<file path="config.mk">
export PLATFORM = sky130hd
export DESIGN_NAME = cordic_unrolled_array
export DESIGN_NICKNAME = d
export VERILOG_FILES = /design/src/rtl/cordic_pkg.sv /design/src/rtl/cordic_microrot.sv /design/src/rtl/cordic_stage_reg.sv /design/src/rtl/cordic_unrolled_array.sv
export SDC_FILE = /design/constraint.sdc
export NUM_CORES = 1
export LEC_CHECK = 0
export BUFFER_PORTS_ARGS = -buffer_cell sky130_fd_sc_hd__buf_4
export CAP_MARGIN = 20
export CORE_MARGIN = 1
export CORE_UTILIZATION = 60
export CTS_CLUSTER_SIZE = 28
export DETAILED_ROUTE_END_ITERATION = 10
export PLACE_DENSITY = 0.86
export SETUP_SLACK_MARGIN = 0.3
export SLEW_MARGIN = 10
export SYNTH_ARGS = -nofsm -noshare
export SYNTH_HDL_FRONTEND = slang
export SYNTH_SLANG_ARGS = --single-unit
export TNS_END_PERCENT = 1
</file>
<file path="constraint.sdc">
create_clock -name clk -period 6.5 [get_ports clk]
set_input_delay 0.65 -clock clk [delete_from_list [all_inputs] [get_ports clk]]
set_output_delay 0.65 -clock clk [all_outputs]
set_load 0.01 [all_outputs]
</file>
<file path="src/rtl/cordic_pkg.sv">
// Package: shared types and constant functions for the unrolled rotator.
// Assumes angles are binary: one full turn = 2^ZW, with ZW no larger than 32.
package cordic_pkg;

    localparam int MAX_STAGES = 16;
    localparam int REF_BITS   = 32;

    // Direction chosen by one micro-rotation.
    typedef enum logic {
        DIR_POS = 1'b0,   // z non-negative: rotate so as to reduce z
        DIR_NEG = 1'b1    // z negative: rotate the other way
    } rot_dir_e;

    // Purpose: atan(2^-idx) as a fraction of a full turn, scaled by 2^32.
    function automatic logic [31:0] atan_turn_q32(input int idx);
        logic [31:0] v;
        case (idx)
            0:  v = 32'd536870912;
            1:  v = 32'd316933406;
            2:  v = 32'd167458907;
            3:  v = 32'd85004756;
            4:  v = 32'd42667331;
            5:  v = 32'd21354465;
            6:  v = 32'd10679838;
            7:  v = 32'd5340245;
            8:  v = 32'd2670163;
            9:  v = 32'd1335087;
            10: v = 32'd667544;
            11: v = 32'd333772;
            12: v = 32'd166886;
            13: v = 32'd83443;
            14: v = 32'd41722;
            15: v = 32'd20861;
            default: v = 32'd0;
        endcase
        return v;
    endfunction

    // Purpose: the same angle rounded to a zw-bit turn scale.
    function automatic logic [31:0] atan_turn(input int idx, input int zw);
        logic [32:0] acc;
        acc = {1'b0, atan_turn_q32(idx)};
        if (zw >= REF_BITS) begin
            return acc[31:0];
        end
        acc = acc + (33'd1 << (REF_BITS - 1 - zw));
        acc = acc >> (REF_BITS - zw);
        return acc[31:0];
    endfunction

endpackage

</file>
<file path="src/rtl/cordic_microrot.sv">
// Module: one combinational micro-rotation element with a fixed iteration index.
// The shift by SHIFT is wiring. The angle is a literal that elaboration derives
// from SHIFT and ZW. Assumes SHIFT < XW and ZW <= 32.
module cordic_microrot
    import cordic_pkg::*;
#(
    parameter int XW    = 16,
    parameter int ZW    = 16,
    parameter int SHIFT = 0
) (
    input  logic signed [XW-1:0] x_i,
    input  logic signed [XW-1:0] y_i,
    input  logic signed [ZW-1:0] z_i,
    output logic signed [XW-1:0] x_o,
    output logic signed [XW-1:0] y_o,
    output logic signed [ZW-1:0] z_o
);

    localparam logic [31:0]          ANG_FULL = atan_turn(SHIFT, ZW);
    localparam logic signed [ZW-1:0] ANGLE    = ANG_FULL[ZW-1:0];

    rot_dir_e              dir;
    logic signed [XW-1:0]  x_sh;
    logic signed [XW-1:0]  y_sh;

    // Purpose: fixed arithmetic shift of both coordinates (pure wiring).
    always_comb begin
        x_sh = x_i >>> SHIFT;
        y_sh = y_i >>> SHIFT;
    end

    // Purpose: the direction follows the sign of the incoming angle; zero counts as positive.
    always_comb begin
        dir = z_i[ZW-1] ? DIR_NEG : DIR_POS;
    end

    // Purpose: add or subtract according to the direction, wrapping at the field width.
    always_comb begin
        case (dir)
            DIR_POS: begin
                x_o = x_i - y_sh;
                y_o = y_i + x_sh;
                z_o = z_i - ANGLE;
            end
            default: begin
                x_o = x_i + y_sh;
                y_o = y_i - x_sh;
                z_o = z_i + ANGLE;
            end
        endcase
    end

endmodule

</file>
<file path="src/rtl/cordic_stage_reg.sv">
// Module: register bank between elements, carrying the valid flag and a data word.
// Data is loaded only when the flag is set, so bubbles leave it unchanged.
// Assumes vld_i is a known level after reset.
module cordic_stage_reg #(
    parameter int W = 48
) (
    input  logic         clk,
    input  logic         rst_n,
    input  logic         vld_i,
    input  logic [W-1:0] dat_i,
    output logic         vld_o,
    output logic [W-1:0] dat_o
);

    // Purpose: the valid flag moves every cycle and reset clears it.
    always_ff @(posedge clk) begin
        if (!rst_n) begin
            vld_o <= 1'b0;
        end else begin
            vld_o <= vld_i;
        end
    end

    // Purpose: data is captured only for valid samples and cleared by reset.
    always_ff @(posedge clk) begin
        if (!rst_n) begin
            dat_o <= '0;
        end else if (vld_i) begin
            dat_o <= dat_i;
        end
    end

    // a valid sample advances exactly one bank per clock
    p_valid_advances_r2: assert property (@(posedge clk) disable iff (!rst_n)
        vld_i |=> vld_o);

    // a bubble advances as a bubble
    p_bubble_advances_r6: assert property (@(posedge clk) disable iff (!rst_n)
        !vld_i |=> !vld_o);

    // data stays put across a bubble
    p_hold_on_bubble_r6: assert property (@(posedge clk) disable iff (!rst_n)
        !vld_i |=> $stable(dat_o));

    // a reset edge leaves flag and data cleared
    p_reset_clears_r7: assert property (@(posedge clk)
        !rst_n |=> (!vld_o && (dat_o == '0)));

endmodule

</file>
<file path="src/rtl/cordic_unrolled_array.sv">
// Module: top of the unrolled rotator. STAGES micro-rotation elements, each
// followed by a register bank, so latency = STAGES and throughput = one per clock.
// Assumes 1 <= STAGES <= 16, STAGES < XW and ZW <= 32. There is no gain correction.
module cordic_unrolled_array
    import cordic_pkg::*;
#(
    parameter int STAGES = 4,
    parameter int XW     = 16,
    parameter int ZW     = 16
) (
    input  logic                 clk,
    input  logic                 rst_n,
    input  logic                 in_valid,
    input  logic signed [XW-1:0] in_x,
    input  logic signed [XW-1:0] in_y,
    input  logic signed [ZW-1:0] in_z,
    output logic                 out_valid,
    output logic signed [XW-1:0] out_x,
    output logic signed [XW-1:0] out_y,
    output logic signed [ZW-1:0] out_z
);

    localparam int DW = 2 * XW + ZW;

    logic                 v_st [STAGES+1];
    logic signed [XW-1:0] x_st [STAGES+1];
    logic signed [XW-1:0] y_st [STAGES+1];
    logic signed [ZW-1:0] z_st [STAGES+1];

    // Purpose: the inputs feed the head of the chain.
    always_comb begin
        v_st[0] = in_valid;
        x_st[0] = in_x;
        y_st[0] = in_y;
        z_st[0] = in_z;
    end

    for (genvar g = 0; g < STAGES; g++) begin : g_stage
        logic signed [XW-1:0] x_n;
        logic signed [XW-1:0] y_n;
        logic signed [ZW-1:0] z_n;
        logic [DW-1:0]        word_q;

        cordic_microrot #(
            .XW    (XW),
            .ZW    (ZW),
            .SHIFT (g)
        ) u_rot (
            .x_i (x_st[g]),
            .y_i (y_st[g]),
            .z_i (z_st[g]),
            .x_o (x_n),
            .y_o (y_n),
            .z_o (z_n)
        );

        cordic_stage_reg #(
            .W (DW)
        ) u_reg (
            .clk   (clk),
            .rst_n (rst_n),
            .vld_i (v_st[g]),
            .dat_i ({x_n, y_n, z_n}),
            .vld_o (v_st[g+1]),
            .dat_o (word_q)
        );

        // Purpose: unpack the registered word for the next element.
        always_comb begin
            x_st[g+1] = word_q[DW-1 -: XW];
            y_st[g+1] = word_q[ZW +: XW];
            z_st[g+1] = word_q[ZW-1:0];
        end
    end

    // Purpose: the tail of the chain drives the outputs.
    always_comb begin
        out_valid = v_st[STAGES];
        out_x     = x_st[STAGES];
        out_y     = y_st[STAGES];
        out_z     = z_st[STAGES];
    end

    // the outputs never report valid during a reset cycle
    p_no_valid_in_reset_r2: assert property (@(posedge clk)
        !rst_n |=> !out_valid);

    // the outputs keep their values while a bubble is on them
    p_out_hold_r6: assert property (@(posedge clk) disable iff (!rst_n)
        (!out_valid && $past(rst_n)) |-> $stable(out_x) && $stable(out_y) && $stable(out_z));

endmodule

</file>
==> flow_metrics.tcl <==
set metrics [dict create \
    run_status "finished clean" \
    cts_hold_repair.buffers 0 \
    postSynthRegisterBits 195 \
    postSynthCellCount 2038 \
    remaining_drc_errors 0 \
    cts_sinks 195 \
    max_slew_margin_pct 29.99 \
    synth-async-reset-ratio_pct 0 \
    synth_top_family_by_area "compound AO/OA/AOI/OAI gates" \
    max_cap_viols 0 \
    routabilityCongestion 0.9665 \
    peakVddDrop_v 0.0002304 \
    grt_remaining_overflow 0 \
    area.growth.synth_to_final_pct 9.378 \
    wl_per_cell_um 17.02 \
    pin_count 100 \
    critPathKind "flip-flop to flip-flop" \
    clk_latency_ns 0.45 \
    timing.critical_path.required_ns 6.82 \
    final.min_clock_period_ns 4.027 \
    mapped_cell_area_um2 16360 \
    synth.net_count 2292 \
    synth-seq-area-share_pct 23.87 \
    tritoncts "yes" \
    synthTopCellsByArea "sky130_fd_sc_hd__dfxtp_1 24%, sky130_fd_sc_hd__ha_1 15%, sky130_fd_sc_hd__xnor2_1 7.1%, sky130_fd_sc_hd__nor2_1 6.3%, sky130_fd_sc_hd__mux2i_1 6.2%" \
    yosysWarningCount 0 \
    cellLeakagePower_nw 7.977 \
    fp.dieH_um 167.1 \
    timing.final.crit_share_pct 61.96 \
    storage_element_area_um2 3906 \
    synth_cell_types 75 \
    n_fill_cell 2246 \
    grt_setup_unrepaired "false" \
    post_synth_edffs 0 \
    die-area_um2 27930 \
    drt_pre_antenna_iters 7 \
    setup_viol 0 \
    clock_skew_ns 0.01393 \
    syn_area_per_cell_um2 8.026 \
    synth_largest_type_area_fraction_pct 23.87 \
    pwr_density_cell_nw_per_um2 332.4 \
    synth_adder_area_share_pct 16.12 \
    critical-path-max-stage-delay_ns 0.68 \
    initial_cell_density_of_the_core_pct 60.86 \
    grt_antenna_before_repair 0 \
    cp.arrival_ns 4.35 \
    post_layout_nonfiller_instances 2438 \
    hold_path_class "primary input to flip-flop" \
    die-width_um 167.1 \
    synth_area_leader_cell "sky130_fd_sc_hd__dfxtp_1" \
    timing_hold_violations_final 0 \
    most_numerous_cell_types_in_the_synthesized_netlist "273 x sky130_fd_sc_hd__nor2_1, 195 x sky130_fd_sc_hd__dfxtp_1, 190 x sky130_fd_sc_hd__ha_1" \
    worstSetupStartpointType "flip-flop" \
    crit_family "simple AND/OR/NAND/NOR gates" \
    via_per_inst 6.130 \
    multi_input_comb_area_um2 11690 \
    slowest_stage "sky130_fd_sc_hd__nor4b_1" \
    cts-resized-gates 0 \
    finalSetupTns_ns 0 \
    clock_tree.buffer_depth 2 \
    layout-drive-gt1-share_pct 7.773 \
    grt_pass1_wl_um 67670 \
    ant_nets 0 \
    postLayoutSetupSlackWorst_ns 2.473 \
    postSynth.topFlopCell "sky130_fd_sc_hd__dfxtp_1" \
    critical_path.endpoint_type "flip-flop" \
    dp_worst_setup_slack_ns 2.552 \
    compound_gate_portion_of_the_synthesized_area_pct 21.25 \
    num_antenna_cells 0 \
    clkTransAtPathRegs_ns 0.07 \
    synthMostInstantiatedCell "sky130_fd_sc_hd__nor2_1" \
    gr_usage_total_pct 29.15 \
    port_buffers 99 \
    numPlacedInstances 2405 \
    yosys.area_share.xor_xnor_pct 10.53 \
    yosys.area_share.simple_pct 17.14 \
    clock-root-buffer "sky130_fd_sc_hd__clkbuf_16" \
    dp_hpwl_um 31500 \
    postRouteWirelength_um 41490 \
    achievable-frequency_mhz 248.3 \
    portion_of_netlist_area_occupied_by_mux_cells_pct 6.448 \
    final_nets 2338 \
    cts_setup_buffers 0 \
    cp_num_buf_inv 0 \
    cp_max_fo 5 \
    drt_iter0_markers 1110 \
    max_slew.worst_pin.slew_ns 1.024 \
    timing.critical_path.cells "nor2_1 -> nor4b_1 -> nor2_1 -> xnor2_1 -> ha_1 -> o21a_1 -> o21ai_0 -> a22oi_1 -> a2111oi_0 -> nor4b_1 -> a31oi_1 -> and4b_1 -> or3_1" \
    core-area_um2 26880 \
    first_global_vias 14300 \
    fp-row-count 60 \
    largest_net_degree_at_the_start_of_global_routing 77 \
    ctsHtreeMaxLevel 4 \
    report.final.slew_viol_count 0 \
    final_core_utilization_pct 66.57 \
    cts-buffers-inserted 17 \
    dr_total_vias 14940 \
]
==> cell usage in the layout, fill, tap and decap left out, types with 6 or more instances in the layout <==
cell type / n
sky130_fd_sc_hd__nor4_1: 12
sky130_fd_sc_hd__ha_1: 190
sky130_fd_sc_hd__and3_1: 11
sky130_fd_sc_hd__o31ai_1: 13
sky130_fd_sc_hd__nor3_1: 41
sky130_fd_sc_hd__and2_1: 7
sky130_fd_sc_hd__xor2_1: 62
sky130_fd_sc_hd__a31oi_1: 27
sky130_fd_sc_hd__nand4_1: 11
sky130_fd_sc_hd__o21ai_0: 111
sky130_fd_sc_hd__o21bai_1: 15
sky130_fd_sc_hd__a32oi_1: 6
sky130_fd_sc_hd__a21o_1: 48
sky130_fd_sc_hd__inv_1: 120
sky130_fd_sc_hd__nor3b_1: 6
sky130_fd_sc_hd__mux2i_1: 102
sky130_fd_sc_hd__nand3b_1: 15
sky130_fd_sc_hd__nor2b_1: 25
sky130_fd_sc_hd__o21a_1: 19
sky130_fd_sc_hd__fa_1: 13
sky130_fd_sc_hd__xnor2_1: 132
sky130_fd_sc_hd__or3_1: 17
sky130_fd_sc_hd__clkbuf_16: 17
sky130_fd_sc_hd__o211ai_1: 17
sky130_fd_sc_hd__nand2b_1: 13
sky130_fd_sc_hd__dfxtp_1: 193
sky130_fd_sc_hd__nand2_1: 89
sky130_fd_sc_hd__nand3_1: 39
sky130_fd_sc_hd__a211oi_1: 53
sky130_fd_sc_hd__a21oi_1: 163
sky130_fd_sc_hd__or2_2: 9
sky130_fd_sc_hd__nor2_1: 273
sky130_fd_sc_hd__buf_4: 106
sky130_fd_sc_hd__a21boi_0: 7
==> path summary, 6_finish.rpt <==
check | slack, ns | startpoint | endpoint | cells after the start
setup / recovery | 2.47 | g_stage[1].u_reg.dat_o[20] | g_stage[2].u_reg.dat_o[46] | 13
hold reg to reg | 0.47 | g_stage[3].u_reg.dat_o[40] | g_stage[3].u_reg.dat_o[40] | 2
setup reg to reg | 2.47 | g_stage[1].u_reg.dat_o[20] | g_stage[2].u_reg.dat_o[46] | 13
hold / removal | 0.45 | in_z[6] | g_stage[0].u_reg.dat_o[6] | 3
==> power breakdown <==
part | total [W] | internal [W] | switching, W
Clock | 0.00107 | 0.000580 | 0.000495
Combinational | 0.00338 | 0.00146 | 0.00191
Sequential | 0.00150 | 0.00132 | 0.000178
==> tightest hold or removal path, delay by kind of cell <==
family / cells / cell delay (ns)
buffers and inverters: 1 / 0.08
AND/OR/NAND/NOR: 1 / 0.07
multiplexers: 1 / 0.05
==> through the flow <==
step | hold slack (ns) | cell area, µm² | total power [W]
floorplan | 0.4315 | 16360 | 0.004053
global placement | 0.4389 | 17280 | 0.004681
detailed placement | 0.4549 | 17280 | 0.004790
CTS | 0.4421 | 17880 | 0.005890
global route | 0.4516 | 17890 | 0.006354
finish | 0.4451 | 17890 | 0.005947
==> flip-flops by register name, indices dropped and copies added, names as in the netlist <==
register	cells
g_stage.u_reg.dat_o	191
g_stage.u_reg.vld_o	4
==> routing by layer <==
metal	up-vias	routed length [µm]	GRT usage, %
met5	-	0	0
met3	121	1829	3.569
met4	0	1723	15.34
li1	7363	-	-
met1	6952	17680	34.42
met2	508	20260	51.65
==> cell type report <==
type	instances	area share, %
Inverter	122	2.574
Sequential cell	195	21.83
Multi-Input combinational cell	1641	65.36
Timing Repair Buffer	107	4.518
Clock inverter	14	0.9301
Clock buffer	18	2.399
Tap cell	341	2.385
==> cells by family after synthesis <==
logic type | count (synthesis)
simple gates | 594
xor+xnor | 195
flops | 195
buf+inv | 202
mux | 105
fa+ha+maj | 203
compound gates | 544
(Power assumes the default switching activity.)
